### config.mk
export PLATFORM = sky130hd
export DESIGN_NAME = alu_status_unit
export DESIGN_NICKNAME = d
export VERILOG_FILES = /design/src/rtl/alu_status_pkg.sv /design/src/rtl/alu_addsub.sv /design/src/rtl/alu_logic.sv /design/src/rtl/alu_shift_rot.sv /design/src/rtl/alu_flag_reg.sv /design/src/rtl/alu_status_unit.sv
export SDC_FILE = /design/constraint.sdc
export NUM_CORES = 1
export LEC_CHECK = 0
export ABC_CLOCK_PERIOD_IN_PS = 5220
export BUFFER_PORTS_ARGS = -buffer_cell sky130_fd_sc_hd__buf_2
export CORE_MARGIN = 5
export CORE_UTILIZATION = 35
export CTS_CLUSTER_DIAMETER = 60
export DETAILED_ROUTE_END_ITERATION = 8
export GPL_ROUTABILITY_DRIVEN = 0
export PLACE_DENSITY = 0.59
export REMOVE_ABC_BUFFERS = 1
export SKIP_LAST_GASP = 1
export SLEW_MARGIN = 20
export SYNTH_ARGS = -nofsm -noshare
export SYNTH_HDL_FRONTEND = slang
export SYNTH_SLANG_ARGS = --single-unit
### constraint.sdc
create_clock -name clk -period 5.22 [get_ports clk]
set_input_delay 1.044 -clock clk [delete_from_list [all_inputs] [get_ports clk]]
set_output_delay 1.044 -clock clk [all_outputs]
set_load 0.005 [all_outputs]
### src/rtl/alu_status_pkg.sv
package alu_status_pkg;

    localparam int unsigned OPC_W = 6;

    // Fixed status-word bit positions (software decodes these)
    localparam int unsigned FLG_ZERO = 0;
    localparam int unsigned FLG_CARRY = 1;
    localparam int unsigned FLG_PAR = 2;
    localparam int unsigned FLG_OVF = 3;
    localparam int unsigned FLG_CNT = 4;

    typedef enum logic [OPC_W-1:0] {
        OP_ADD = 6'h01,
        OP_SUB = 6'h02,
        OP_AND = 6'h03,
        OP_OR  = 6'h04,
        OP_XOR = 6'h05,
        OP_CMP = 6'h06,
        OP_SLL = 6'h07,
        OP_SRL = 6'h08,
        OP_ROL = 6'h09,
        OP_ROR = 6'h0A
    } alu_op_e;

    typedef struct packed {
        logic ovf;
        logic par;
        logic carry;
        logic zero;
    } alu_flags_t;

    function automatic logic op_defined(input logic [OPC_W-1:0] code);
        return (code >= 6'h01) && (code <= 6'h0A);
    endfunction

    function automatic logic op_is_arith(input logic [OPC_W-1:0] code);
        return (code == OP_ADD) || (code == OP_SUB) || (code == OP_CMP);
    endfunction

    function automatic logic op_is_sub(input logic [OPC_W-1:0] code);
        return (code == OP_SUB) || (code == OP_CMP);
    endfunction

endpackage

### src/rtl/alu_addsub.sv
module alu_addsub
    import alu_status_pkg::*;
#(
    parameter int unsigned W = 32
) (
    input  logic [W-1:0] a,
    input  logic [W-1:0] b,
    input  logic         do_sub,
    output logic [W-1:0] sum,
    output logic         carry,
    output logic         ovf
);
    localparam int unsigned MSB = W - 1;

    logic [W-1:0] b_eff;
    logic [W:0]   wide;

    always_comb begin
        b_eff = do_sub ? ~b : b;
        wide  = {1'b0, a} + {1'b0, b_eff} + {{W{1'b0}}, do_sub};
        sum   = wide[W-1:0];
        // carry-out for add; inverted carry-out is the borrow for subtract
        carry = do_sub ? ~wide[W] : wide[W];
        ovf   = (a[MSB] == b_eff[MSB]) && (sum[MSB] != a[MSB]);
    end
endmodule

### src/rtl/alu_logic.sv
module alu_logic
    import alu_status_pkg::*;
#(
    parameter int unsigned W = 32
) (
    input  logic [W-1:0]     a,
    input  logic [W-1:0]     b,
    input  logic [OPC_W-1:0] code,
    output logic [W-1:0]     y
);
    always_comb begin
        unique case (code)
            OP_AND:  y = a & b;
            OP_OR:   y = a | b;
            OP_XOR:  y = a ^ b;
            default: y = '0;
        endcase
    end
endmodule

### src/rtl/alu_shift_rot.sv
module alu_shift_rot
    import alu_status_pkg::*;
#(
    parameter int unsigned W    = 32,
    parameter int unsigned SH_W = $clog2(W)
) (
    input  logic [W-1:0]     a,
    input  logic [SH_W-1:0]  sh,
    input  logic [OPC_W-1:0] code,
    output logic [W-1:0]     y
);
    localparam int unsigned DW = 2 * W;

    logic [DW-1:0] dbl;
    logic [DW-1:0] dbl_l;
    logic [DW-1:0] dbl_r;

    always_comb begin
        dbl   = {a, a};
        dbl_l = dbl << sh;
        dbl_r = dbl >> sh;
        unique case (code)
            OP_SLL:  y = a << sh;
            OP_SRL:  y = a >> sh;
            OP_ROL:  y = dbl_l[DW-1:W];
            OP_ROR:  y = dbl_r[W-1:0];
            default: y = '0;
        endcase
    end
endmodule

### src/rtl/alu_flag_reg.sv
module alu_flag_reg
    import alu_status_pkg::*;
#(
    parameter int unsigned W = 32
) (
    input  logic       clk,
    input  logic       rst,
    input  logic       upd,
    input  alu_flags_t nxt,
    output logic [W-1:0] status
);
    alu_flags_t flg_q;

    always_ff @(posedge clk) begin
        if (rst) begin
            flg_q <= '0;
        end else if (upd) begin
            flg_q <= nxt;
        end
    end

    always_comb begin
        status = '0;
        status[FLG_ZERO]  = flg_q.zero;
        status[FLG_CARRY] = flg_q.carry;
        status[FLG_PAR]   = flg_q.par;
        status[FLG_OVF]   = flg_q.ovf;
    end
endmodule

### src/rtl/alu_status_unit.sv
module alu_status_unit
    import alu_status_pkg::*;
#(
    parameter int unsigned DATA_W  = 32,
    parameter int unsigned SHAMT_W = $clog2(DATA_W)
) (
    input  logic                clk,
    input  logic                rst,
    input  logic [OPC_W-1:0]    op_code,
    input  logic [DATA_W-1:0]   opnd_a,
    input  logic [DATA_W-1:0]   opnd_b,
    input  logic [SHAMT_W-1:0]  shamt,
    input  logic                flag_we,
    output logic [DATA_W-1:0]   result,
    output logic                result_we,
    output logic [DATA_W-1:0]   status
);
    logic [DATA_W-1:0] as_y;
    logic [DATA_W-1:0] lg_y;
    logic [DATA_W-1:0] sr_y;
    logic              as_c;
    logic              as_v;
    logic              valid_op;
    logic              arith_op;
    alu_flags_t        flg_nxt;

    alu_addsub #(.W(DATA_W)) addsub_i (
        .a(opnd_a), .b(opnd_b), .do_sub(op_is_sub(op_code)),
        .sum(as_y), .carry(as_c), .ovf(as_v)
    );

    alu_logic #(.W(DATA_W)) logic_i (
        .a(opnd_a), .b(opnd_b), .code(op_code), .y(lg_y)
    );

    alu_shift_rot #(.W(DATA_W), .SH_W(SHAMT_W)) shrot_i (
        .a(opnd_a), .sh(shamt), .code(op_code), .y(sr_y)
    );

    always_comb begin
        valid_op = op_defined(op_code);
        arith_op = op_is_arith(op_code);
        if (arith_op) begin
            result = as_y;
        end else begin
            // unselected units drive zero, so OR picks the active one
            result = lg_y | sr_y;
        end
        result_we     = valid_op && (op_code != OP_CMP);
        flg_nxt.zero  = (result == '0);
        flg_nxt.par   = ^result;
        flg_nxt.carry = arith_op ? as_c : 1'b0;
        flg_nxt.ovf   = arith_op ? as_v : 1'b0;
    end

    alu_flag_reg #(.W(DATA_W)) flags_i (
        .clk(clk), .rst(rst), .upd(flag_we && valid_op),
        .nxt(flg_nxt), .status(status)
    );
endmodule

# After elaboration in Yosys (flattened, before gate mapping)

Cells that the tools add are included.
W data, S select, Z words.

Logic and storage cells: 47
Bits in registers: 4
Bits of input ports: 78

Bitwise gates (word level): 6
Add/sub/neg operators: 2
Reduce and logical (&&, ||, !) cells: 9
Shifts and indexed selects: 4
Multiplexer cells: 7
$lt $le $gt $ge: 2
Equality and inequality tests: 13

Operators with widths:

| kind                 | number |
|---|---|
| $pmux W32 S4         | 1 |
| $pmux W32 S3         | 1 |
| $mux W32             | 2 |
| $or A32 B32 Y32      | 2 |
| $shl A64 B5 Y64      | 1 |
| $shr A64 B5 Y32      | 1 |
| $add A32 B32 Y33     | 1 |
| $add A33 B1 Y33      | 1 |
| $and A32 B32 Y32     | 1 |
| $logic_not A32 Y1    | 1 |
| $not A32 Y32         | 1 |
| $reduce_xor A32 Y1   | 1 |
| $shl A32 B5 Y32      | 1 |
| $shr A32 B5 Y32      | 1 |
| $xor A32 B32 Y32     | 1 |
| $eq A6 B3 Y1 const B | 4 |
| $eq A6 B4 Y1 const B | 3 |
| $eq A6 B2 Y1 const B | 2 |
| $eq A6 B1 Y1 const B | 1 |
| $ge A6 B1 Y1 const B | 1 |
| $le A6 B4 Y1 const B | 1 |
| $ne A6 B3 Y1 const B | 1 |
| $logic_and A1 B1 Y1  | 4 |
| $logic_or A1 B1 Y1   | 3 |
| 4 further kinds      | 6 |

# Longest topological paths before layout

Gate-level depths: netlist (run 1).

Word-level depth: 8
Gate-level depth with buffers: 22
Mapped depth without buffers: 18

# By module

A second synthesis (run 1) with hierarchy kept.

Cells, all modules: 1597
Area, all modules: 12273.0 µm²

By module, submodules not included:

| module          | cells each | area an instance (µm²) | instances |
|---|---|---|---|
| alu_shift_rot   | 825        | 6844.1                 | 1 |
| alu_addsub      | 300        | 2150.8                 | 1 |
| alu_logic       | 241        | 1774.2                 | 1 |
| alu_status_unit | 189        | 1149.9                 | 1 |
| alu_flag_reg    | 42         | 354.1                  | 1 |

# Worst setup path after synthesis (run 1)

Ideal clock, no wire load.

Kind: input to output
From: input port op_code[0]
To: output port result[16]
Data arrival time: 4.310 ns
Cell stages on the path: 15
Path slack: -0.134 ns
Data required time: 4.176 ns
Path buffers: 3
Cells stage by stage: clkbuf_1 > nor2b_1 > clkbuf_1 > nand2_1 > buf_1 > o21ai_0 > fa_1 > a211oi_1 > o211ai_1 > a21boi_0 > o21ai_0 > a21boi_0 > o21ai_0 > xor2_1 > o22a_1

Word-level cells in the longest chain between the ends: 6
Elaborated cells on any way between the ends: 20
Classes of those cells: add/sub: 2; eq/ne: 10; mux: 4; bitwise: 1; reduce/logical: 3

RTL lines:

| what                                         | RTL line                                   | RTL |
|---|---|---|
| start: declaration                           | alu_status_unit.sv:9                       | `input logic [OPC_W-1:0] op_code,` |
| $eq A6 B2 Y1 or $eq A6 B3 Y1 (tied branches) | alu_status_pkg.sv:37, alu_status_pkg.sv:41 |  |
| $logic_or A1 B1 Y1                           | alu_status_pkg.sv:41                       | `return (code == OP_SUB) \|\| (code == OP_CMP);` |
| $mux W32                                     | alu_addsub.sv:19                           | `b_eff = do_sub ? ~b : b;` |
| $add A32 B32 Y33                             | alu_addsub.sv:20                           | `wide = {1'b0, a} + {1'b0, b_eff} + {{W{1'b0}}, do_sub};` |
| $add A33 B1 Y33                              | alu_addsub.sv:20                           |  |
| $mux W32 *                                   | alu_status_unit.sv:43                      | `if (arith_op) begin` |
| end: declaration                             | alu_status_unit.sv:14                      | `output logic [DATA_W-1:0] result,` |

Every way passes the cells marked *; elsewhere a longest branch is shown, timed or not.

# Worst setup path in the final report (run 1)

From: input port op_code[4]
To: output port result[31]

The elaborated chain is that of the path after synthesis.

==> results.md, run 1 <==
* Worst Setup End Kind: output pin
* Total Wirelength at roughly 40 mm
* Setup Skew at 0 ns
* Crit-path max FO at 13
* Final setup violation count at 1
* Largest register FFs at 4
* Starting Density at 35.7%
* CTS Sinks at 4
* Slowest-stage cell, CP: a2111oi_4
* Max-slew headroom at between 30% and 40%
* Total Routing Usage GR at between 20% and 30%
* Ys flop type: dfxtp_1
* Leak pwr at 5.15 nW
* Min Clock Period, post-route at approximately 5.2 ns
* DIE AREA at between 0.03 and 0.04 mm2
* CP Data Required Time at approximately 4.2 ns
* FFs w/ async S/R, synth at 0%
* Actual slew at the worst max-slew pin at between 1 and 1.5 ns
* Mean post-synth cell area at approximately 7.6 um2
* Row cnt at roughly 60
* Number of max-cap violations at 0
* Share of cells above drive strength 1 at just under 30%
* Max VDD drop at 0.0619 mV
* Dpl hpwl at around 32 mm
* Initial antenna violation count at 0
* Setup slack after layout at -0.0234 ns
* Final hold vios at 0
* CP peak stage delay at ~0.38 ns
* Violated checks: negative setup slack
* Finished Cell Area at ~0.011 mm2
* Buf/Inv on CP at 5
* CTS tree: done
* Status: complete, but fails checks
* Synthesized instance count at 1239
* Max clock buf depth at 2
* Fin util at 43.7%
* Number of nets in the layout at about 1600
* Worst path cell trace: buf_2 -> nor3_4 -> nand2_2 -> buf_12 -> buf_4 -> xnor2_1 -> ha_2 -> buf_4 -> nand2_1 -> nand2_2 -> a31oi_4 -> a2111oi_4 -> o211ai_2 -> a211oi_4 -> mux2i_2 -> a311oi_2 -> buf_2
* EDFF count, synth at 0
* Worst EP arrival at approximately 4.2 ns
* Vias in the first global route at 10300
* Diode count at 0
* Global-route wire length before repair at approximately 60 mm
* Top Ports at approximately 140
* Worst Hold Class: reg2reg
* RSZ-0062 raised after global routing: yes
* CTS Buf Count at 3
* First-pass DRT Iterations at 6
* Clk root buf: clkbuf_16
* Vias per cell at a little over 6
* Largest net degree at the start of global routing at between 50 and 60
* Final period util at 100%
* Vias at roughly 11000
* Cell area after synthesis at between 0.009 and 0.01 mm2
* Seq/Total Area, Yosys at less than 1%
* Synth warnings at 0
* Yosys cell types at 88
* Number of buffers added on ports at roughly 110
* Top delay family on crit path: compound AO/OA/AOI/OAI gates
* F_max at 191 MHz
* Dpl ws at -0.408 ns
* CP startpoint kind: input port
* Syn-to-layout area delta at 22.5%
* Clock-pin transition on the worst setup and hold timing paths at approximately 0.030 ns
* GRT overflow at 0
* Core footprint at ~0.026 mm2
* Die width at ~170 um
* Area of placed instances at 0.0111 mm2
* DRC at 0
* Routed WL per cell at 22.7 um
* Max H-tree Level at 1
* Flops & latches, synth at 4
* Worst-Skew Late Latency at about 0.22 ns
* Crit path kind: in2out
* Die Height at ~170 um
* Final Max Tran Viols at 0
* PD cells at approximately 120 mW/mm2
* Tot Pwr at 1.40 mW
* Detail Route Antenna Nets at 0
* Initial DRC count at ~1200
repair_timing:
| item | 4_1_cts | 5_1_grt |
|---|---|---|
| hold buffers | 0 | 0 |
| pin swaps | 10 | 18 |
| resized for setup | 16 | 36 |
| setup buffers | 4 | 6 |
| setup endpoints to repair | 14 | 19 |
synth_stat cells, types with 4 or more instances:
cell type,n,area (um2)
a22oi_1,5,37.5
mux2_2,15,169
nand2_1,88,330
mux2i_1,41,410
o22a_1,12,105
nor2b_1,4,25.0
nor2_1,166,623
a21oi_1,98,490
nand4_1,12,75.1
and2_1,10,62.6
xor2_1,14,123
o21a_1,13,97.6
a2bb2oi_1,6,52.6
a221oi_1,20,175
nor3_1,21,105
o211ai_1,22,165
o21ai_1,9,45.0
o21bai_1,5,37.5
or2_2,5,31.3
mux4_1,7,184
a311oi_1,4,35.0
inv_1,77,289
o2111ai_1,5,43.8
buf_1,14,52.6
nand2b_1,12,75.1
a211oi_1,14,105
o221ai_1,5,43.8
xnor2_1,58,508
mux4_2,58,1310
o22ai_1,19,119
a21boi_0,4,30.0
a21o_1,16,120
and3_1,5,31.3
buf_4,32,240
o21ai_0,45,225
or3_1,5,31.3
a221o_1,5,50.1
clkbuf_1,51,191
o31ai_1,7,52.6
nand3_1,10,50.1
dfxtp_1,4,80.1
buf_2,17,85.1
a31oi_1,12,75.1
ha_1,113,1410
buf_6,4,45.0
report_power, final:
part | switching, mW | internal (mW) | total, mW
registers | 0.000421 | 0.0313 | 0.0317
clock network | 0.0228 | 0.0980 | 0.121
logic | 0.695 | 0.558 | 1.25
total | 0.718 | 0.687 | 1.40
placed cells by master (no fill, tap or decap), drive strengths merged, types with 5 or more instances in the layout:
master,Yosys,layout
buf,67,272
nand2,89,89
o21a,13,13
a21boi,5,5
nand2b,12,12
o211ai,23,23
inv,78,78
mux2i,41,41
a2111oi,6,6
a221o,5,5
nor3,21,21
a21oi,98,98
xor2,14,14
o221ai,5,5
a2bb2oi,6,6
nand4,12,12
o21ai,54,54
a22oi,5,5
o2111ai,5,5
and2,10,10
nor2,166,166
o31ai,8,8
a21o,16,16
o21bai,5,5
a211oi,17,17
a221oi,22,22
xnor2,58,58
o22ai,20,20
mux4,65,65
or3,6,6
ha,113,113
a31oi,12,12
nand3,10,10
conb,1,28
or2,7,7
mux2,15,15
o22a,12,12
and3,5,5
metal layers:
| metal | part of all wire, % | vias up | routed length (um) | track usage [%] |
|---|---|---|---|---|
| met5 | 0 | - | 0 | 0 |
| met4 | 5.0 | 0 | 1980 | 9.58 |
| li1 | - | 4952 | - | - |
| met3 | 9.6 | 106 | 3830 | 3.01 |
| met2 | 45 | 656 | 17800 | 40.4 |
| met1 | 41 | 5083 | 16300 | 33.8 |
kinds of logic (layout without fill, tap and decap cells):
kind of cell / Yosys count / in the layout / synth area share (%)
other cells: 1 / 28 / 0.0401
buf+inv: 196 / 353 / 9.69
xor+xnor: 72 / 72 / 6.74
fa+ha+maj: 114 / 114 / 15.3
compound gates: 376 / 376 / 28.4
flops: 4 / 4 / 0.856
mux: 121 / 121 / 22.1
simple gates: 355 / 355 / 16.9
through the flow:
step                hold slack, ns  instances  setup TNS (ns)
floorplan                    0.458       1148           -7.08
CTS                          0.486       1752         -0.0163
finish                       0.483       1758         -0.0234
detailed placement           0.473       1745           -2.46
global route                 0.503       1758          -0.912
global placement             0.473       1745           -1.49
worst paths after layout:
kind	start	slack (ns)	endpoint	depth (start not counted)
min	flags_i.status[3]$_SDFFE_PP0P_	0.48	flags_i.status[3]$_SDFFE_PP0P_	2
max	op_code[4]	-0.02	result[31]	17
min reg2reg	flags_i.status[3]$_SDFFE_PP0P_	0.48	flags_i.status[3]$_SDFFE_PP0P_	2
max reg2reg	flags_i.status[1]$_SDFFE_PP0P_	4.47	flags_i.status[1]$_SDFFE_PP0P_	1
area by class of cell:
cell class | instances | area [um2]
multi-input combinational | 1066 | 8720
inverter | 78 | 293
tap | 335 | 419
fill | 2659 | 14700
sequential | 4 | 80.1
timing repair buffer | 272 | 1870
clock buffer | 3 | 75.1
Note: power is estimated with default switching activity, not from simulation.
==> inputs of run 2 (changes only) <==
--- a/config.mk
+++ b/config.mk
@@ -5,6 +5,7 @@
 export SDC_FILE = /design/constraint.sdc
 export NUM_CORES = 1
 export LEC_CHECK = 0
+export ABC_AREA = 1
 export ABC_CLOCK_PERIOD_IN_PS = 5220
 export BUFFER_PORTS_ARGS = -buffer_cell sky130_fd_sc_hd__buf_2
 export CORE_MARGIN = 5
@@ -12,7 +13,7 @@
 export CTS_CLUSTER_DIAMETER = 60
 export DETAILED_ROUTE_END_ITERATION = 8
 export GPL_ROUTABILITY_DRIVEN = 0
-export PLACE_DENSITY = 0.59
+export PLACE_DENSITY = 0.6
 export REMOVE_ABC_BUFFERS = 1
 export SKIP_LAST_GASP = 1
 export SLEW_MARGIN = 20
==> run 2 against run 1 <==
- die area shrank 1.1%
- the flow now finishes without violations
- largest cell class unchanged
- register-to-register slack improved by 0.07 ns
- total power shrank 16%
==> results.md, run 2 <==
* Initial antenna violation count at 1
* Min Clock Period, post-route at roughly 5 ns
* Syn-to-layout area delta at 10.5%
* Adder-Cell Fraction of Synth Area at 15.5%
* Seq/Total Area, Yosys at less than 1%
* Max VDD drop at slightly above 0.08 mV
* Max-slew headroom at a little over two fifths
* Share of cells above drive strength 1 at a little over a tenth
* Clock group share of total power at between 10 and 15%
* Number of buffers added on ports at between 100 and 150
* Actual slew at the worst max-slew pin at between 0.8 and 0.9 ns
* Most frequent cells in the layout: nand2_1 (564), inv_1 (174), nand3_1 (157), nor2_1 (143), buf_2 (114)
* Setup Skew at 0 ns
* Flops & latches, synth at 4
* Most common cell after layout, fill and taps aside: nand2_1
* Synth warnings at 0
* GRT overflow at 0
* Dpl cells at 2160
* Mux cell area share after synthesis at less than 1%
* Vias in the first global route at 11300
* Core footprint at between 0.02 and 0.03 mm2
* Crit path kind: in2out
* CTS Sinks at 4
* Yosys top cell by area: nand2_1
* Die width at between 150 and 200 um
* Mean post-synth cell area at ~5.3 um2
* Largest net degree at the start of global routing at between 70 and 80
* CTS tree: done
* Clk root buf: clkbuf_16
* FFs w/ async S/R, synth at 0%
* Detail Route Antenna Nets at 0
* F_max at between 150 and 200 MHz
* Max H-tree Level at 1
* Vias at approximately 12000
* Total Routing Usage GR at between 20 and 30%
* Count leader, synth: nand2_1
* Total Wirelength at between 40 and 50 mm
* CP Data Required Time at about 4.2 ns
* Flop pwr share at under 10%
* CP startpoint kind: input port
* Final Max Tran Viols at 0
* Number of nets in the layout at a little over 2000
* Combinational family with the most area after synthesis: simple AND/OR/NAND/NOR gates
* Number of max-cap violations at 0
* Finished Cell Area at just over 0.01 mm2
* DIE AREA at about 0.030 mm2
* Post-synthesis simple-gate area fraction at a little over two fifths
* Internal power at 0.477 mW
* Final period util at between 90 and 100%
* Final hold vios at 0
* Die Height at about 170 um
* TNS Setup at 0 ns
* PD cells at about 120 mW/mm2
* Synth cell count leaders: nand2_1 (564), inv_1 (174), nand3_1 (157)
* Dpl hpwl at about 33 mm
* Compound-Gate Fraction of Synth Area at about a fifth
* First-pass DRT Iterations at 6
* Crit-path max FO at 34
* Yosys cell types at between 40 and 50
* Row cnt at 59
* RSZ-0062 raised after global routing: no
* Initial DRC count at 1277
* Worst-Skew Late Latency at 0.24 ns
* Routed WL per cell at about 19 um
* Global-route wire length before repair at 61.6 mm
* Worst EP arrival at 4.00 ns
* Area of placed instances at 0.0101 mm2
* Top Ports at 143
* Combinational share of power at roughly 87%
* DRC at 0
* Leak pwr at 5.48 nW
* Ys flop type: dfxtp_1
* Starting Density at between 30% and 40%
* Cell area after synthesis at ~0.0093 mm2
* Top cells by area, synth: nand2_1 (23%), ha_1 (15%), nand3_1 (8.5%)
* Sequential cell area at approximately 80 um2
* EDFF count, synth at 0
* Vias per cell at ~5.6
* Largest register FFs at 4
* Synthesized instance count at 1753
* Final setup violation count at 0
* Max clock buf depth at 2
* Area taken by multi-input logic gates at 0.00804 mm2
* Worst Hold Class: reg2reg
* Fillers at slightly below 3000
* Worst Setup End Kind: output pin
* CTS Buf Count at 3
* Clock-pin transition on the worst setup and hold timing paths at 0.03 ns
* Area share of the largest cell type after synthesis at between 20% and 30%
* Psw at between 0.7 and 0.8 mW
* Net Sw Frac at around 60%
* Hold buffers post-CTS at 0
* Status: finished clean
* Post-Synth XOR/XNOR Area at 5.77%
* Cell Count, Final, Fillers Out at approximately 2200
## run 2: cell types whose count changed after synthesis, sizes merged, moves of 21 or more
cell	change
clkbuf	-21
inv	+103
mux2i	-35
mux4	-65
nand2	+481
nand3	+148
o21ai	+105
xnor2	-45
xor2	+34
## run 2: metal layers
metal	global-route usage, %	share of wire, %	vias up
li1	-	-	5885
met4	13.2	6.4	0
met2	40.2	43	701
met5	0	0	-
met3	4.72	11	154
met1	32.4	40	5418
## run 2: logic make-up (layout without fill, tap and decap cells)
logic type | after synthesis | after routing
multiplexers | 6 | 6
XOR/XNOR | 61 | 61
flip-flops | 4 | 4
AO/OA/AOI/OAI | 329 | 329
adder cells (fa/ha/maj) | 114 | 114
buffers and inverters | 291 | 339
other | 1 | 29
AND/OR/NAND/NOR | 947 | 947
## run 2: worst max-delay path, stage by stage
cell and delay [ns]:
buf_2 0.11, nor2_4 0.19, nand3_4 0.11, buf_12 0.19, xor2_1 0.18, ha_1 0.36
a21oi_1 0.28, o21ai_0 0.14, a21oi_1 0.18, nand2_2 0.13, a21oi_1 0.30, inv_1 0.07
nand2_1 0.08, nand2_1 0.05, nand2_1 0.07, nand2_1 0.15, nand2_1 0.10, nand2_1 0.08
buf_2 0.13
## run 2: power groups by stage
stage	Combinational [mW]	Clock, mW	Sequential, mW
2_1_floorplan	0.640	0	0.0322
3_3_place_gp	0.979	0	0.0325
3_5_place_dp	0.989	0	0.0325
4_1_cts	0.995	0.127	0.0321
5_1_grt	1.13	0.130	0.0320
6_report	1.02	0.127	0.0321
## run 2: layout make-up
| class | instances | share of cell area (%) |
|---|---|---|
| antenna | 1 | 0.0245 |
| clock buffer | 3 | 0.734 |
| inverter | 181 | 6.65 |
| multi-input combinational | 1485 | 78.6 |
| sequential | 4 | 0.783 |
| tap | 335 | 4.10 |
| timing repair buffer | 155 | 9.08 |
## run 2: worst paths after layout
kind                                  start                             end  slack, ns  depth (start not counted)
min reg2reg  flags_i.status[3]$_SDFFE_PP0P_  flags_i.status[3]$_SDFFE_PP0P_       0.46                          2
max                              op_code[5]                      result[27]       0.18                         19
max reg2reg  flags_i.status[2]$_SDFFE_PP0P_  flags_i.status[2]$_SDFFE_PP0P_       4.54                          2
min          flags_i.status[3]$_SDFFE_PP0P_  flags_i.status[3]$_SDFFE_PP0P_       0.46                          2
## run 2: through the flow
stage / power [mW] / util [%] / hold WS, ns / setup slack (ns)
floorplan: 0.672 / - / 0.456 / 0.625
global placement: 1.01 / 38.9 / 0.456 / 0.246
detailed placement: 1.02 / 38.9 / 0.461 / 0.175
CTS: 1.15 / 39.2 / 0.465 / 0.207
global route: 1.29 / 39.2 / 0.487 / 0.0104
finish: 1.18 / 39.2 / 0.463 / 0.179
## run 2: timing repair
item                       in CTS  in global routing
setup endpoints to repair       0                  1
setup buffers                   0                  0
hold endpoints to repair        0                  0
resized for setup               0                  1
==> inputs of run 3 (changes only) <==
--- a/config.mk
+++ b/config.mk
@@ -6,7 +6,7 @@
 export NUM_CORES = 1
 export LEC_CHECK = 0
 export ABC_AREA = 1
-export ABC_CLOCK_PERIOD_IN_PS = 5220
+export ABC_CLOCK_PERIOD_IN_PS = 4100
 export BUFFER_PORTS_ARGS = -buffer_cell sky130_fd_sc_hd__buf_2
 export CORE_MARGIN = 5
 export CORE_UTILIZATION = 35
==> constraint.sdc (replaced) <==
create_clock -name clk -period 4.1 [get_ports clk]
set_input_delay 0.82 -clock clk [delete_from_list [all_inputs] [get_ports clk]]
set_output_delay 0.82 -clock clk [all_outputs]
set_load 0.005 [all_outputs]
==> run 3 against run 2 <==
- the flow now finishes with violations (negative setup slack)
- first-iteration DRC count increased by 44%
- sequential share of layout area decreased by 0.23 points
- critical path depth increased by 3
- die area unchanged
- non-clock buffer count increased by 331
- critical endpoint is now result[28]
- largest power group unchanged
==> results.md, run 3 (synthesis results as in run 2) <==
* CP Data Required Time at between 3 and 4 ns
* F_max at roughly 210 MHz
* CP peak stage delay at 0.40 ns
* Final period util at 114%
* Syn-to-layout area delta at 55.7%
* Worst path cell trace: buf_6 -> nor2_4 -> nand3_4 -> buf_12 -> buf_12 -> xor2_1 -> ha_2 -> nand2_2 -> buf_4 -> nor2_1 -> nor2_4 -> buf_4 -> nor2_1 -> a211oi_4 -> nand2_1 -> nand2_1 -> nand2_2 -> nand2_2 -> buf_6 -> buf_6 -> nand3_2 -> buf_2
* Final setup violation count at 22
* Clk root buf: clkbuf_16
* Tot Pwr at 2.36 mW
* Cell Count, Final, Fillers Out at about 2500
* Status: complete, but fails checks
* Final hold vios at 0
* Final Max Tran Viols at 0
* Clock group share of total power at between 6 and 7%
* PD cells at around 160 mW/mm2
* Number of nets in the layout at about 2400
* CTS Buf Count at 3
* Setup Skew at 0 ns
* Number of max-cap violations at 0
* Setup slack after layout at -0.559 ns
* Sequential cell area at 80.1 um2
* Flop pwr share at 1.7%
* Dpl hpwl at 35.8 mm
* Row cnt at 59
* DIE AREA at ~0.030 mm2
* CP startpoint kind: input port
* Psw at approximately 1.3 mW
* Net Sw Frac at 52.9%
* Routed WL per cell at roughly 20 um
* Starting Density at between 30 and 40%
* Worst Setup End Kind: output pin
* First-pass DRT Iterations at 6
* Max H-tree Level at 1
* Max VDD drop at about 0.11 mV
* Actual slew at the worst max-slew pin at 0.750 ns
* Top delay family on crit path: simple AND/OR/NAND/NOR gates
* Share of cells above drive strength 1 at about a third
* Initial DRC count at around 1800
* Area taken by multi-input logic gates at around 0.0093 mm2
* Worst-Skew Late Latency at ~0.23 ns
* Vias in the first global route at around 13000
* Slowest-stage cell, CP: ha_2
* Total Wirelength at 49.9 mm
* Diode count at 0
* Worst EP arrival at ~3.8 ns
* Total Routing Usage GR at 27.9%
* Violated checks: negative setup slack
* CTS Sinks at 4
* Clock-pin transition on the worst setup and hold timing paths at approximately 0.04 ns
* GRT overflow at 0
* Number of buffers added on ports at about 110
* Buf/Inv on CP at 8
* CTS tree: done
* Combinational share of power at approximately nine tenths
* Internal power at 1.11 mW
* Dpl cells at around 2400
* Leak pwr at approximately 7.5 nW
* Largest net degree at the start of global routing at 63
* Max-slew headroom at roughly 50%
* Die Height at between 150 and 200 um
* Finished Cell Area at ~0.014 mm2
* Die width at 173 um
* Most common cell after layout, fill and taps aside: nand2_1
* Fillers at 2400
* Largest register FFs at 4
* Crit-path max FO at 8
* RSZ-0062 raised after global routing: yes
* Vias at roughly 14000
* Top Ports at ~140
* Most frequent cells in the layout: nand2_1 (508), buf_4 (312), inv_1 (155), nand3_1 (133), nor2_1 (108)
* Crit path kind: in2out
* Worst Hold Class: reg2reg
* DRC at 0
* Vias per cell at 5.75
* Core footprint at roughly 0.026 mm2
* Detail Route Antenna Nets at 0
* Global-route wire length before repair at approximately 68 mm
* Max clock buf depth at 2
* Min Clock Period, post-route at roughly 4.7 ns
* Area of placed instances at around 0.012 mm2
* Initial antenna violation count at 0
run 3: cell types whose count changed in the layout (fill, tap and decap cells not counted), sizes merged:
cell / delta
buf: +331
diode: -1
run 3: final cells by class:
cell class	instances	share of cell area, %
Sequential cell	4	0.556
Multi-Input combinational cell	1485	64.6
Timing Repair Buffer	486	26.7
Clock buffer	3	0.521
Tap cell	335	2.91
Inverter	181	4.77
run 3: worst register-to-register path, stage by stage, from the launching register on:
cell and delay [ns]:
dfxtp_1 0.33, o211ai_1 0.18, inv_1 0.05
run 3: worst paths after layout:
path | slack (ns) | endpoint | from | depth (start not counted)
max reg2reg | 3.43 | flags_i.status[2]$_SDFFE_PP0P_ | flags_i.status[2]$_SDFFE_PP0P_ | 2
min reg2reg | 0.46 | flags_i.status[3]$_SDFFE_PP0P_ | flags_i.status[3]$_SDFFE_PP0P_ | 2
max | -0.56 | result[28] | op_code[5] | 22
min | 0.46 | flags_i.status[3]$_SDFFE_PP0P_ | flags_i.status[3]$_SDFFE_PP0P_ | 2
run 3: power by group through the flow:
stage	clock, mW	combinational (mW)	sequential (mW)
finish	0.160	2.16	0.0408
floorplan	0	0.815	0.0410
detailed placement	0	1.61	0.0412
global placement	0	1.59	0.0413
CTS	0.157	1.79	0.0407
global route	0.161	2.28	0.0408
run 3: what timing repair did:
item	4_1_cts	5_1_grt
gates cloned	1	0
pin swaps	57	107
setup endpoints to repair	22	28
hold buffers	0	0
setup buffers	37	33
gates resized for setup	171	218
run 3: stage by stage:
step | setup WS (ns) | hold WS [ns] | setup TNS [ns] | utilization (%)
4_1_cts | -0.199 | 0.462 | -1.75 | 50.9
2_1_floorplan | -0.271 | 0.456 | -0.271 | -
3_5_place_dp | -0.685 | 0.456 | -5.77 | 47.2
5_1_grt | -0.629 | 0.486 | -7.05 | 55.3
6_report | -0.559 | 0.463 | -4.75 | 55.3
3_3_place_gp | -0.630 | 0.454 | -4.61 | 47.2
run 3: per-layer routing:
metal,global-route usage (%),wire length [um]
met4,16.7,4540
met1,35.2,18300
met5,0,0
met2,44.5,21400
met3,4.85,5610
